`src/rtl/i2c_blkreg_pkg.sv`:
```
package i2c_blkreg_pkg;
  typedef enum logic [2:0] {
    ST_IDLE,
    ST_RX,
    ST_ACK,
    ST_TX,
    ST_MACK
  } i2c_st_e;
endpackage

```
`src/rtl/i2c_blkreg_sync.sv`:
```
module i2c_blkreg_sync #(
  parameter int SYNC_STAGES = 2
) (
  input  logic clk,
  input  logic rst_n,
  input  logic scl_i,
  input  logic sda_i,
  output logic scl_s,
  output logic sda_s,
  output logic scl_rise,
  output logic scl_fall,
  output logic start_p,
  output logic stop_p
);
  logic [SYNC_STAGES-1:0] scl_m, sda_m;
  logic scl_d, sda_d;

  always_ff @(posedge clk or negedge rst_n) begin
    if (!rst_n) begin
      scl_m <= '1;
      sda_m <= '1;
      scl_d <= 1'b1;
      sda_d <= 1'b1;
    end else begin
      scl_m <= {scl_m[SYNC_STAGES-2:0], scl_i};
      sda_m <= {sda_m[SYNC_STAGES-2:0], sda_i};
      scl_d <= scl_m[SYNC_STAGES-1];
      sda_d <= sda_m[SYNC_STAGES-1];
    end
  end

  assign scl_s    = scl_m[SYNC_STAGES-1];
  assign sda_s    = sda_m[SYNC_STAGES-1];
  assign scl_rise = scl_s & ~scl_d;
  assign scl_fall = ~scl_s & scl_d;
  assign start_p  = scl_s & scl_d & sda_d & ~sda_s;
  assign stop_p   = scl_s & scl_d & ~sda_d & sda_s;
endmodule

```
`src/rtl/i2c_blkreg_bank.sv`:
```
module i2c_blkreg_bank #(
  parameter int               NREG     = 6,
  parameter logic [NREG*8-1:0] REG_INIT = '0,
  localparam int              ADR_W    = (NREG > 1) ? $clog2(NREG) : 1
) (
  input  logic              clk,
  input  logic              rst_n,
  input  logic              wr_en,
  input  logic [ADR_W-1:0]  wr_idx,
  input  logic [7:0]        wr_data,
  input  logic [ADR_W-1:0]  rd_idx,
  output logic [7:0]        rd_data,
  output logic [NREG*8-1:0] regs_o
);
  logic [7:0] mem [NREG];

  for (genvar g = 0; g < NREG; g++) begin : g_reg
    logic we;
    assign we = wr_en && (wr_idx == ADR_W'(g));
    always_ff @(posedge clk or negedge rst_n) begin
      if (!rst_n)  mem[g] <= REG_INIT[8*g +: 8];
      else if (we) mem[g] <= wr_data;
    end
    assign regs_o[8*g +: 8] = mem[g];
  end

  always_comb begin
    rd_data = 8'h00;
    for (int i = 0; i < NREG; i++)
      if (rd_idx == ADR_W'(i)) rd_data = mem[i];
  end

  // the protocol engine never asks for a register past the last one
  assert_wr_idx_range_R5: assert property (@(posedge clk) disable iff (!rst_n)
    wr_en |-> (int'(wr_idx) < NREG));
endmodule

```
`src/rtl/i2c_blkreg_fsm.sv`:
```
module i2c_blkreg_fsm
  import i2c_blkreg_pkg::*;
#(
  parameter int         NREG     = 6,
  parameter logic [6:0] DEV_ADDR = 7'h69,
  localparam int        ADR_W    = (NREG > 1) ? $clog2(NREG) : 1,
  localparam int        IDX_W    = $clog2(NREG + 3)
) (
  input  logic             clk,
  input  logic             rst_n,
  input  logic             sda_s,
  input  logic             scl_rise,
  input  logic             scl_fall,
  input  logic             start_p,
  input  logic             stop_p,
  input  logic [7:0]       rd_data,
  output logic [ADR_W-1:0] rd_idx,
  output logic             wr_en,
  output logic [ADR_W-1:0] wr_idx,
  output logic [7:0]       wr_data,
  output logic             sda_oe
);
  localparam logic [IDX_W-1:0] LAST_IDX = IDX_W'(NREG + 2);
  localparam logic [IDX_W-1:0] RD_LAST  = IDX_W'(NREG);
  localparam logic [7:0]       CNT_BYTE = 8'(NREG);

  i2c_st_e          st_q, st_d;
  logic [2:0]       bcnt_q, bcnt_d;
  logic [7:0]       sh_q, sh_d;
  logic [IDX_W-1:0] idx_q, idx_d, tx_sel;
  logic             got_q, got_d, rd_q, rd_d, aph_q, aph_d, mok_q, mok_d;
  logic             oe_d, oe_q;
  logic [7:0]       tx_byte;

  always_comb begin
    st_d = st_q;  bcnt_d = bcnt_q; sh_d = sh_q;   idx_d = idx_q;
    got_d = got_q; rd_d = rd_q;    aph_d = aph_q; mok_d = mok_q;
    wr_en   = 1'b0;
    wr_data = sh_q;
    wr_idx  = ADR_W'(idx_q - IDX_W'(2));
    tx_sel  = (st_q == ST_ACK) ? idx_q : idx_q + IDX_W'(1);
    rd_idx  = ADR_W'(tx_sel - IDX_W'(1));
    tx_byte = (tx_sel == '0) ? CNT_BYTE : rd_data;
    if (start_p) begin
      st_d = ST_RX; aph_d = 1'b1; bcnt_d = '0; got_d = 1'b0;
      idx_d = '0;   rd_d = 1'b0;
    end else if (stop_p) begin
      st_d = ST_IDLE;
    end else begin
      unique case (st_q)
        ST_RX: begin
          if (scl_rise && !got_q) begin
            sh_d   = {sh_q[6:0], sda_s};
            bcnt_d = bcnt_q + 3'd1;
            if (bcnt_q == 3'd7) got_d = 1'b1;
          end else if (scl_fall && got_q) begin
            got_d = 1'b0; bcnt_d = '0;
            if (aph_q) begin
              aph_d = 1'b0; idx_d = '0;
              if (sh_q[7:1] == DEV_ADDR) begin
                rd_d = sh_q[0]; st_d = ST_ACK;
              end else begin
                st_d = ST_IDLE;
              end
            end else if (idx_q < LAST_IDX) begin
              st_d  = ST_ACK;
              idx_d = idx_q + IDX_W'(1);
              if (idx_q >= IDX_W'(2)) wr_en = 1'b1;
            end else begin
              st_d = ST_IDLE;
            end
          end
        end
        ST_ACK: begin
          if (scl_fall) begin
            if (rd_q) begin
              st_d = ST_TX; sh_d = tx_byte; bcnt_d = '0;
            end else begin
              st_d = ST_RX;
            end
          end
        end
        ST_TX: begin
          if (scl_fall) begin
            if (bcnt_q == 3'd7) st_d = ST_MACK;
            else begin
              sh_d   = {sh_q[6:0], 1'b0};
              bcnt_d = bcnt_q + 3'd1;
            end
          end
        end
        ST_MACK: begin
          if (scl_rise) mok_d = !sda_s;
          if (scl_fall) begin
            idx_d = idx_q + IDX_W'(1);
            if (mok_q && idx_q < RD_LAST) begin
              st_d = ST_TX; sh_d = tx_byte; bcnt_d = '0;
            end else begin
              st_d = ST_IDLE;
            end
          end
        end
        default: ;
      endcase
    end
    oe_d = (st_d == ST_ACK) || (st_d == ST_TX && !sh_d[7]);
  end

  always_ff @(posedge clk or negedge rst_n) begin
    if (!rst_n) begin
      st_q <= ST_IDLE; bcnt_q <= '0; sh_q <= '0; idx_q <= '0;
      got_q <= 1'b0; rd_q <= 1'b0; aph_q <= 1'b0; mok_q <= 1'b0;
      oe_q <= 1'b0;
    end else begin
      st_q <= st_d; bcnt_q <= bcnt_d; sh_q <= sh_d; idx_q <= idx_d;
      got_q <= got_d; rd_q <= rd_d; aph_q <= aph_d; mok_q <= mok_d;
      oe_q <= oe_d;
    end
  end

  assign sda_oe = oe_q;

  // any START reopens the address phase
  assert_start_restarts_R10: assert property (@(posedge clk) disable iff (!rst_n)
    start_p |=> (st_q == ST_RX) && aph_q);
  // a STOP parks the engine in idle
  assert_stop_idles_R10: assert property (@(posedge clk) disable iff (!rst_n)
    (stop_p && !start_p) |=> (st_q == ST_IDLE));
  // transmission happens only in a read transfer
  assert_tx_only_read_R7: assert property (@(posedge clk) disable iff (!rst_n)
    (st_q == ST_TX) |-> rd_q);
  // idle never drives the line
  assert_idle_released_R8: assert property (@(posedge clk) disable iff (!rst_n)
    ($past(st_q) == ST_IDLE && st_q == ST_IDLE) |-> !sda_oe);
endmodule

```
`src/rtl/i2c_blkreg.sv`:
```
module i2c_blkreg #(
  parameter int               NREG     = 6,
  parameter logic [6:0]       DEV_ADDR = 7'h69,
  parameter logic [NREG*8-1:0] REG_INIT = 48'h0F1E_2D3C_4B5A
) (
  input  logic              clk,
  input  logic              rst_n,
  input  logic              scl_i,
  input  logic              sda_i,
  output logic              sda_oe,
  output logic [NREG*8-1:0] regs_o
);
  localparam int ADR_W = (NREG > 1) ? $clog2(NREG) : 1;

  logic [1:0]       rst_ff;
  logic             rst_n_s;
  logic             scl_s, sda_s, scl_rise, scl_fall, start_p, stop_p;
  logic             wr_en;
  logic [ADR_W-1:0] wr_idx, rd_idx;
  logic [7:0]       wr_data, rd_data;

  always_ff @(posedge clk or negedge rst_n) begin
    if (!rst_n) rst_ff <= 2'b00;
    else        rst_ff <= {rst_ff[0], 1'b1};
  end
  assign rst_n_s = rst_ff[1];

  i2c_blkreg_sync #(.SYNC_STAGES(2)) u_sync (
    .clk(clk), .rst_n(rst_n_s), .scl_i(scl_i), .sda_i(sda_i),
    .scl_s(scl_s), .sda_s(sda_s), .scl_rise(scl_rise), .scl_fall(scl_fall),
    .start_p(start_p), .stop_p(stop_p)
  );

  i2c_blkreg_fsm #(.NREG(NREG), .DEV_ADDR(DEV_ADDR)) u_fsm (
    .clk(clk), .rst_n(rst_n_s), .sda_s(sda_s), .scl_rise(scl_rise),
    .scl_fall(scl_fall), .start_p(start_p), .stop_p(stop_p),
    .rd_data(rd_data), .rd_idx(rd_idx), .wr_en(wr_en), .wr_idx(wr_idx),
    .wr_data(wr_data), .sda_oe(sda_oe)
  );

  i2c_blkreg_bank #(.NREG(NREG), .REG_INIT(REG_INIT)) u_bank (
    .clk(clk), .rst_n(rst_n_s), .wr_en(wr_en), .wr_idx(wr_idx),
    .wr_data(wr_data), .rd_idx(rd_idx), .rd_data(rd_data), .regs_o(regs_o)
  );

  // the data line moves only while the clock line is low
  assert_oe_scl_low_R9: assert property (@(posedge clk) disable iff (!rst_n_s)
    (!$stable(sda_oe) && !$past(start_p || stop_p)) |-> !scl_s);
endmodule

```
`config.mk`:
```
export PLATFORM = sky130hd
export DESIGN_NAME = i2c_blkreg
export DESIGN_NICKNAME = d
export VERILOG_FILES = /design/src/rtl/i2c_blkreg_pkg.sv /design/src/rtl/i2c_blkreg_sync.sv /design/src/rtl/i2c_blkreg_bank.sv /design/src/rtl/i2c_blkreg_fsm.sv /design/src/rtl/i2c_blkreg.sv
export SDC_FILE = /design/constraint.sdc
export NUM_CORES = 1
export LEC_CHECK = 0
export BUFFER_PORTS_ARGS = -buffer_cell sky130_fd_sc_hd__buf_2
export CELL_PAD_IN_SITES_DETAIL_PLACEMENT = 1
export CELL_PAD_IN_SITES_GLOBAL_PLACEMENT = 1
export CORE_ASPECT_RATIO = 1.5
export CORE_MARGIN = 3
export CORE_UTILIZATION = 49
export DETAILED_ROUTE_END_ITERATION = 12
export PLACE_DENSITY = 0.87
export SETUP_SLACK_MARGIN = 0.2
export SKIP_CTS_REPAIR_TIMING = 1
export SKIP_LAST_GASP = 1
export SYNTH_ARGS = -nofsm -noshare
export SYNTH_HDL_FRONTEND = slang
export SYNTH_SLANG_ARGS = --single-unit
```
`constraint.sdc`:
```
create_clock -name clk -period 4.7 [get_ports clk]
set_clock_uncertainty 0.1 [all_clocks]
set_input_delay 1.175 -clock clk [delete_from_list [all_inputs] [get_ports clk]]
set_output_delay 1.175 -clock clk [all_outputs]
set_load 0.1 [all_outputs]
```
==> results of run 1 <==
==> routing by layer <==
metal,up-vias,wire (um),track usage
met3,51,553,0.0499
met4,0,753,0.215
met1,1777,4910,0.323
li1,1565,-,-
met2,121,7280,0.492
met5,-,0,0
==> area by class of cell <==
type                       instances  area (sq um)  area share
clock buffer                      10           229      0.0465
clock inverter                     6           110      0.0224
inverter                           7          26.3     0.00534
multi-input combinational        292          2140       0.434
sequential                        79          2020       0.410
tap                              107           134      0.0272
timing repair buffer              53           268      0.0544
==> kinds of logic after synthesis <==
logic type               Yosys count
adder cells (fa/ha/maj)            7
AO/OA/AOI/OAI                    110
buffers and inverters             29
flip-flops                        79
other                              1
multiplexers                      55
XOR/XNOR                           4
AND/OR/NAND/NOR                  115
==> power by group <==
group	internal [uW]	total (uW)	leakage, uW	switching (uW)
logic	182	504	0.00109	322
clock network	518	795	0.000159	277
registers	717	819	0.000977	102
total	1420	2120	0.00222	701
==> registers in the layout (all words and copies together) (netlist names) <==
register       count
u_fsm.st_q         3
u_bank.regs_o     48
u_fsm.aph_q        1
u_fsm.sda_oe       1
u_fsm.wr_data      8
u_sync.sda_m       2
u_fsm.got_q        1
u_sync.sda_d       1
rst_ff             2
u_sync.scl_m       2
u_sync.scl_d       1
u_fsm.idx_q        4
u_fsm.bcnt_q       3
u_fsm.mok_q        1
u_fsm.rd_q         1
==> how the worst min path moves through the flow <==
| stage | cells past startpoint | endpoint | from | slack, ns |
|---|---|---|---|---|
| after floorplan | 0 | rst_ff[1]$_DFF_PN0_ | rst_ff[0]$_DFF_PN0_ | 0.23 |
| after CTS | 0 | u_sync.sda_m[1]$_DFF_PN1_ | u_sync.sda_m[0]$_DFF_PN1_ | 0.26 |
| after global routing | 0 | u_sync.scl_m[1]$_DFF_PN1_ | u_sync.scl_m[0]$_DFF_PN1_ | 0.26 |
| final | 0 | u_sync.sda_m[1]$_DFF_PN1_ | u_sync.sda_m[0]$_DFF_PN1_ | 0.26 |
| after detailed placement | 0 | u_sync.sda_m[1]$_DFF_PN1_ | u_sync.sda_m[0]$_DFF_PN1_ | 0.25 |
| after global placement | 0 | rst_ff[1]$_DFF_PN0_ | rst_ff[0]$_DFF_PN0_ | 0.24 |
==> through the flow <==
| stage | power, uW | hold slack (ns) | instances | setup WS, ns |
|---|---|---|---|---|
| 6_report | 2120 | 0.255 | 554 | 1.16 |
| 3_5_place_dp | 1320 | 0.248 | 538 | 1.30 |
| 2_1_floorplan | 1190 | 0.231 | 400 | 2.10 |
| 5_1_grt | 2220 | 0.261 | 554 | 0.841 |
| 3_3_place_gp | 1300 | 0.239 | 538 | 1.37 |
| 4_1_cts | 2120 | 0.256 | 554 | 1.25 |
==> worst max-delay path, delay by kind of cell, from the launching register on <==
kind                     cells  cell delay (ns)
flip-flops                   1             0.93
adder cells (fa/ha/maj)      1             0.49
buffers and inverters        2             0.47
AO/OA/AOI/OAI                5             1.43
==> cells in the mapped netlist, types with 4 or more instances <==
cell type | instances | share of area
mux2_2 | 43 | 0.11
inv_1 | 7 | 0.0061
dfstp_2 | 30 | 0.18
clkbuf_1 | 10 | 0.0088
o31ai_1 | 5 | 0.0088
nand3_1 | 5 | 0.0058
a21oi_1 | 12 | 0.014
a31oi_1 | 14 | 0.020
nor2_1 | 12 | 0.011
buf_2 | 6 | 0.0070
nand2_2 | 4 | 0.0058
mux2i_1 | 11 | 0.026
a22oi_1 | 5 | 0.0088
nor2b_1 | 13 | 0.019
ha_1 | 7 | 0.020
nand2_1 | 45 | 0.039
a211oi_1 | 8 | 0.014
nor3_1 | 8 | 0.0094
dfrtp_1 | 49 | 0.29
o21ai_0 | 27 | 0.032
nand2b_1 | 6 | 0.0088
o211ai_1 | 7 | 0.012
==> impl_metrics.csv, run 1 <==
group,metric,value,unit
outcome,status,"finished, final reports clean",
die,dieHeight,120,um
synth,synth-async-reset-ratio,1.00,
hold_path,hp-class,"reg2reg",
synth,ys_seq_elements,79,
die,start_util,0.506,
clocking,cts.sinks,79,
synth,syn_area_per_cell,10.7,sq um
placed_design,dpl-instance-area,4580,sq um
detailed_routing,post_drt_wl_per_cell,24.3,um
worst_setup_path,slowest_delay,0.93,ns
layout,fillCellCount,931,
synth,synth-compound-area-share,0.175,
die,core_area,8460,sq um
detailed_routing,viasPerCell,6.34,
die,die_x,82.3,um
pwr,ir_drop,0.247,mV
layout,final_util,0.581,
sta,min_period,3.54,ns
placed_design,numPortBuffers,52,
synth,synth_adder_area_share,0.0205,
worst_setup_path,critPathSlowestCell,"dfrtp_1",
placed_design,place.detailed.hpwl,9340,um
sta,tightestPinTransition,1.00,ns
run,cap_violations,0,
worst_setup_path,timing.rr.start,"u_fsm.idx_q[0]$_DFFE_PN0P_",
sta,maxSlewHeadroom,0.333,
sta,rsz0062_at_grt,"false",
synth,synth_ff_type,"dfrtp_1",
pwr,p_leak,0.00222,uW
worst_setup_path,worstSetupEndpoint,"u_fsm.sda_oe$_DFF_PN0_",
clocking,clk_path_buf_depth,2,
clocking,h-tree-depth,3,
sta,max_freq,0.283,GHz
clocking,clk_latency,0.34,ns
clocking,cts_tree,"done",
synth,synth-edff-count,0,
synth,syn_nets,411,
worst_setup_path,cp.arrival,3.67,ns
detailed_routing,num_vias,3514,
layout,final_common_cell,"buf_2",
layout,diodes,0,
layout,area_growth,14.9,%
worst_setup_path,r2r_setup_slack,1.16,ns
sta,final.setup.tns,0,ns
detailed_routing,drtIter0Drc,263,
synth,muxShareOfSynthArea,0.142,
worst_setup_path,crit_fanout,24,
synth,synth-xor-area-share,0.0126,
worst_setup_path,crit_path_cell_trace,"inv_1 > ha_1 > inv_1 > a2111oi_0 > a31oi_1 > o221a_2 > a31oi_1 > o31a_1",
grt,grt_max_degree,78,
sta,finalHoldViolCount,0,
grt,grtUsageTotal,0.294,
sta,setup-violations-final,0,
synth,synth_warnings,0,
worst_setup_path,reg2reg_depth,8,
clocking,cts_made_buffers,9,
detailed_routing,drc,0,
worst_setup_path,r2r_end,"u_fsm.sda_oe$_DFF_PN0_",
worst_setup_path,crit_path_end_kind,"register",
synth,syn-cell-area,4280,sq um
layout,layout_common_cells,"52 x buf_2, 48 x dfrtp_1, 45 x nand2_1, 43 x mux2_2, 30 x dfstp_2",
die,rows,41,
placed_design,routabilityCongestion,0.894,
layout,design_area,4920,sq um
grt,antenna_found_initial,0,
clocking,cts-root-buf,"clkbuf_16",
layout,layout-drive-gt1-share,0.360,
die,die_area,9920,sq um
synth,synth_cells,400,
grt,grt_pass1_wl,21300,um
detailed_routing,firstDrtPassIters,4,
synth,yosys.area_share.simple,0.148,
worst_setup_path,cp.required,4.83,ns
layout,final_nets,453,
detailed_routing,postRouteAntennaNets,0,
grt,overflow,0,
clocking,clk_pin_slew,0.06,ns
pwr,p_per_area,430,nW/um^2
die,io_pins,53,
synth,synth_top_family_by_area,"compound AO/OA/AOI/OAI gates",
detailed_routing,postRouteWirelength,13500,um
grt,grt_pass1_vias,3960,
sta,final_max_slew_viol_count,0,
worst_setup_path,path_class,"reg2reg",
synth,synth_seq_area_share,0.470,
worst_setup_path,crit_start,"u_fsm.idx_q[0]$_DFFE_PN0P_",
worst_setup_path,startpoint_type,"register",
sta,finalCritPeriodShare,0.752,
synth,synth_cell_types,66,
(Power assumes the default switching activity.)
==> run 2: changes to the inputs <==
--- a/config.mk
+++ b/config.mk
@@ -10,9 +10,9 @@
 export CELL_PAD_IN_SITES_GLOBAL_PLACEMENT = 1
 export CORE_ASPECT_RATIO = 1.5
 export CORE_MARGIN = 3
-export CORE_UTILIZATION = 49
+export CORE_UTILIZATION = 41
 export DETAILED_ROUTE_END_ITERATION = 12
-export PLACE_DENSITY = 0.87
+export PLACE_DENSITY = 0.78
 export SETUP_SLACK_MARGIN = 0.2
 export SKIP_CTS_REPAIR_TIMING = 1
 export SKIP_LAST_GASP = 1
==> constraint.sdc (replaced) <==
create_clock -name clk -period 2.8 [get_ports clk]
set_clock_uncertainty 0.1 [all_clocks]
set_input_delay 0.7 -clock clk [delete_from_list [all_inputs] [get_ports clk]]
set_output_delay 0.7 -clock clk [all_outputs]
set_load 0.1 [all_outputs]
==> run 2 against run 1 <==
Effect of this change:
- clock power is 60% higher
- non-clock buffer count is 18 higher
- critical endpoint unchanged
- global-route usage is 6.1 points lower
- sequential share of layout area is 1.2 points lower
==> impl_metrics.csv, run 2 (same netlist as run 1, synthesis figures left out) <==
group,metric,value,unit
die,die_x,89.4,um
layout,layout-drive-gt1-share,0.400,
sta,final.setup.tns,0,ns
sta,maxSlewHeadroom,0.337,
outcome,status,"finished, final reports clean",
sta,tightestPinTransition,0.995,ns
worst_setup_path,timing.rr.start,"u_fsm.st_q[1]$_DFF_PN0_",
detailed_routing,postRouteWirelength,13100,um
pwr,pwr-share-seq,0.368,
sta,rsz0062_at_grt,"false",
worst_setup_path,crit_start,"u_fsm.st_q[1]$_DFF_PN0_",
run,cap_violations,0,
grt,grt_pass1_vias,3684,
layout,design_area,5080,sq um
detailed_routing,firstDrtPassIters,4,
pwr,clkPwrFrac,0.352,
layout,final_nets,471,
detailed_routing,drtIter0Drc,144,
die,rows,45,
detailed_routing,post_drt_wl_per_cell,22.6,um
grt,overflow,0,
clocking,clk_pin_slew,0.06,ns
sta,finalCritPeriodShare,0.874,
clocking,cts.sinks,79,
worst_setup_path,crit_path_end_kind,"register",
pwr,p_per_area,714,nW/um^2
detailed_routing,viasPerCell,6.07,
die,io_pins,53,
layout,fillCellCount,1152,
grt,grtUsageTotal,0.233,
grt,grt_pass1_wl,20800,um
clocking,clk_latency,0.34,ns
placed_design,dpl-instance-area,4730,sq um
die,core_area,10100,sq um
sta,max_freq,0.409,GHz
pwr,swShare,0.341,
detailed_routing,drc,0,
pwr,power_frac_comb,0.280,
clocking,cts_tree,"done",
pwr,switching_power,1240,uW
layout,layout_common_cells,"52 x buf_2, 46 x dfrtp_1, 45 x nand2_1, 43 x mux2_2, 30 x dfstp_2",
layout,multi_input_area,2160,sq um
sta,min_period,2.45,ns
placed_design,routabilityCongestion,0.895,
layout,final_common_cell,"buf_2",
worst_setup_path,r2r_setup_slack,0.35,ns
pwr,ir_drop,0.503,mV
layout,diodes,0,
die,dieHeight,131,um
sta,final_max_slew_viol_count,0,
worst_setup_path,path_class,"reg2reg",
detailed_routing,postRouteAntennaNets,0,
sta,setup-violations-final,0,
pwr,cell_internal_pwr,2390,uW
worst_setup_path,cp.arrival,2.57,ns
worst_setup_path,cp.required,2.92,ns
pwr,p_leak,0.00230,uW
hold_path,hp-class,"in2async",
die,start_util,0.422,
detailed_routing,num_vias,3531,
worst_setup_path,crit_fanout,13,
clocking,clk_path_buf_depth,2,
die,die_area,11700,sq um
worst_setup_path,r2r_end,"u_fsm.sda_oe$_DFF_PN0_",
worst_setup_path,reg2reg_depth,7,
layout,largest_reg_flops,48,
placed_design,place.detailed.hpwl,9330,um
clocking,cts_made_buffers,9,
layout,area_growth,18.6,%
sta,hold_slack,0.0340,ns
placed_design,numPortBuffers,52,
grt,antenna_found_initial,0,
layout,ff_latch_area,2020,sq um
clocking,cts-root-buf,"clkbuf_16",
sta,finalHoldViolCount,0,
grt,grt_max_degree,78,
clocking,h-tree-depth,3,
worst_setup_path,startpoint_type,"register",
-- run 2: changes by cell type in the layout (fill, tap and decap cells not counted), sizes merged --
cell	change
buf	+18
bufinv	-1
inv	+1
-- run 2: how the worst max path moves through the flow --
stage | to | slack (ns) | cells after the start
4_1_cts | u_fsm.sda_oe$_DFF_PN0_ | 0.14 | 8
5_1_grt | u_fsm.wr_data[2]$_DFFE_PN0P_ | 0.21 | 8
3_5_place_dp | u_fsm.sda_oe$_DFF_PN0_ | 0.17 | 8
3_3_place_gp | u_fsm.sda_oe$_DFF_PN0_ | 0.32 | 8
6_report | u_fsm.sda_oe$_DFF_PN0_ | 0.35 | 7
2_1_floorplan | u_fsm.sda_oe$_DFF_PN0_ | 0.20 | 10
-- run 2: cell type report --
class                   instances  area share
multi-input cells             292       0.425
inverters                       7     0.00517
clock buffers                  10      0.0451
clock inverters                 6      0.0182
flip-flops and latches         79       0.398
well taps                     117      0.0288
repair buffers                 71      0.0793
-- run 2: power groups by stage --
stage	sequential (uW)	clock [uW]	combinational, uW
2_1_floorplan	1310	0	690
3_3_place_gp	1350	0	954
3_5_place_dp	1350	0	972
4_1_cts	1340	1290	985
5_1_grt	1350	1330	1110
6_report	1340	1270	1020
-- run 2: metal layers --
layer | wire length [um] | vias to the layer above | track usage
li1 | - | 1595 | -
met1 | 5080 | 1810 | 0.273
met2 | 7110 | 92 | 0.401
met3 | 444 | 34 | 0.0383
met4 | 505 | 0 | 0.110
met5 | 0 | - | 0
-- run 2: through the flow --
stage / util / power, uW / worst slack [ns] / std cells
after floorplan: - / 2000 / 0.203 / 400
after global placement: 0.467 / 2300 / 0.316 / 566
after detailed placement: 0.467 / 2330 / 0.175 / 566
after CTS: 0.498 / 3610 / 0.137 / 582
after global routing: 0.501 / 3790 / 0.208 / 582
final: 0.501 / 3630 / 0.354 / 582
-- run 2: worst max-delay path, stage by stage (launching register included) --
cell and delay, ns:
dfrtp_1 0.52, buf_4 0.23, or4b_2 0.70, a21oi_4 0.16
a21boi_1 0.07, o311ai_0 0.12, a31oi_1 0.11, o31a_1 0.31
==> run 3: changes to the inputs <==
--- a/config.mk
+++ b/config.mk
@@ -12,6 +12,7 @@
 export CORE_MARGIN = 3
 export CORE_UTILIZATION = 41
 export DETAILED_ROUTE_END_ITERATION = 12
+export GPL_TIMING_DRIVEN = 0
 export PLACE_DENSITY = 0.78
 export SETUP_SLACK_MARGIN = 0.2
 export SKIP_CTS_REPAIR_TIMING = 1
==> run 3 against run 2 <==
Effect of this change:
- global-route usage fell by 0.21 points
- combinational power rose by 9.8%
- worst hold slack got worse by 0.013 ns
- clock power fell by 12%
==> impl_metrics.csv, run 3 (same netlist as run 1, synthesis figures left out) <==
group,metric,value,unit
outcome,status,"finished, final reports clean",
clocking,cts.sinks,79,
sta,max_freq,0.374,GHz
clocking,clk_pin_slew,0.06,ns
sta,tightestPinTransition,0.802,ns
layout,layout-drive-gt1-share,0.411,
clocking,clk_path_buf_depth,2,
clocking,cts_made_buffers,9,
grt,grt_max_degree,58,
placed_design,dp.cells,570,
detailed_routing,postRouteWirelength,13200,um
grt,grt_pass1_wl,20500,um
die,die_area,11700,sq um
layout,diodes,0,
clocking,cts-root-buf,"clkbuf_16",
pwr,power.total,3500,uW
layout,final_nets,485,
placed_design,place.detailed.hpwl,9260,um
sta,rsz0062_at_grt,"true",
layout,final_cells,596,
grt,overflow,0,
hold_path,hp-class,"in2async",
pwr,ir_drop,0.367,mV
sta,setup-violations-final,0,
worst_setup_path,crit_path_cell_trace,"buf_6 > inv_1 > ha_1 > clkbuf_4 > nor2_1 > a221oi_1 > o2111ai_1 > a31oi_2 > o31a_1",
die,io_pins,53,
layout,final_common_cell,"buf_2",
grt,antenna_found_initial,0,
worst_setup_path,cp.required,2.93,ns
clocking,cts_tree,"done",
detailed_routing,viasPerCell,6.05,
sta,finalCritPeriodShare,0.954,
clocking,clk_latency,0.35,ns
worst_setup_path,reg2reg_depth,9,
layout,largest_reg_flops,48,
worst_setup_path,slowest_delay,0.41,ns
placed_design,routabilityCongestion,0.887,
sta,finalHoldViolCount,0,
worst_setup_path,path_class,"reg2reg",
placed_design,numPortBuffers,52,
worst_setup_path,crit_path_end_kind,"register",
worst_setup_path,startpoint_type,"register",
clocking,h-tree-depth,3,
detailed_routing,firstDrtPassIters,4,
detailed_routing,drtIter0Drc,281,
pwr,p_per_area,676,nW/um^2
die,dieHeight,131,um
layout,layout_common_cells,"58 x buf_2, 47 x dfrtp_1, 44 x nand2_1, 43 x mux2_2, 30 x dfstp_2",
pwr,p_leak,0.00234,uW
die,core_area,10100,sq um
sta,min_period,2.67,ns
detailed_routing,post_drt_wl_per_cell,22.2,um
sta,final_max_slew_viol_count,0,
layout,area_growth,20.9,%
worst_setup_path,crit_fanout,9,
die,die_x,89.4,um
die,rows,45,
detailed_routing,postRouteAntennaNets,0,
detailed_routing,drc,0,
grt,grt_pass1_vias,3798,
worst_setup_path,cp.arrival,2.80,ns
grt,grtUsageTotal,0.231,
sta,final.setup.tns,0,ns
run,cap_violations,0,
die,start_util,0.422,
detailed_routing,num_vias,3605,
sta,maxSlewHeadroom,0.463,
worst_setup_path,critPathSlowestCell,"dfrtp_1",
-- run 3: cell count changes in the layout (fill, tap and decap cells not counted), moves of 3 or more --
cell	before	now
buf_4	19	12
clkbuf_1	1	6
buf_2	52	58
a31oi_1	14	11
buf_1	0	3
-- run 3: path summary, 6_finish.rpt --
check | startpoint | end | slack (ns)
max | u_fsm.idx_q[1]$_DFFE_PN0P_ | u_fsm.sda_oe$_DFF_PN0_ | 0.13
min reg2reg | rst_ff[1]$_DFF_PN0_ | u_fsm.bcnt_q[1]$_DFFE_PN0P_ | 0.13
max in group asynchronous | rst_ff[1]$_DFF_PN0_ | u_bank.regs_o[24]$_DFFE_PN1P_ | 1.84
min | rst_n | rst_ff[1]$_DFF_PN0_ | 0.02
min in group clk | u_sync.scl_m[0]$_DFF_PN1_ | u_sync.scl_m[1]$_DFF_PN1_ | 0.25
max reg2reg | u_fsm.idx_q[1]$_DFFE_PN0P_ | u_fsm.sda_oe$_DFF_PN0_ | 0.13
-- run 3: final cells by class --
class / count / area [sq um]
inverters: 7 / 30.0
well taps: 117 / 146
clock buffers: 9 / 225
multi-input cells: 292 / 2210
repair buffers: 63 / 363
flip-flops and latches: 79 / 2020
fillers: 1121 / 4960
plain buffers: 22 / 119
clock inverters: 7 / 57.6
-- run 3: critical path: cells and delay by family (launching register included) --
kind	cells	cell delay, ns
fa+ha+maj	1	0.25
buf+inv	3	0.50
simple gates	1	0.33
compound gates	4	0.97
flops	1	0.41
-- run 3: per-stage QoR --
| stage | setup slack, ns | hold slack [ns] | cell area, sq um | utilization |
|---|---|---|---|---|
| floorplan | 0.203 | 0.231 | 4280 | - |
| global placement | -0.534 | 0.237 | 4690 | 0.463 |
| detailed placement | -0.533 | 0.130 | 4720 | 0.466 |
| CTS | -0.582 | 0.00937 | 5000 | 0.494 |
| global route | 0.0220 | 0.0103 | 5170 | 0.511 |
| finish | 0.128 | 0.0213 | 5170 | 0.511 |
-- run 3: where the power goes --
group	internal [uW]	switching, uW
sequential	1210	58.3
combinational	384	732
clock	611	507
-- run 3: per-layer routing --
metal,track usage,vias to the layer above,wire length [um]
li1,-,1624,-
met1,0.260,1812,4860
met2,0.391,124,7060
met3,0.0514,45,604
met4,0.126,0,677
met5,0,-,0
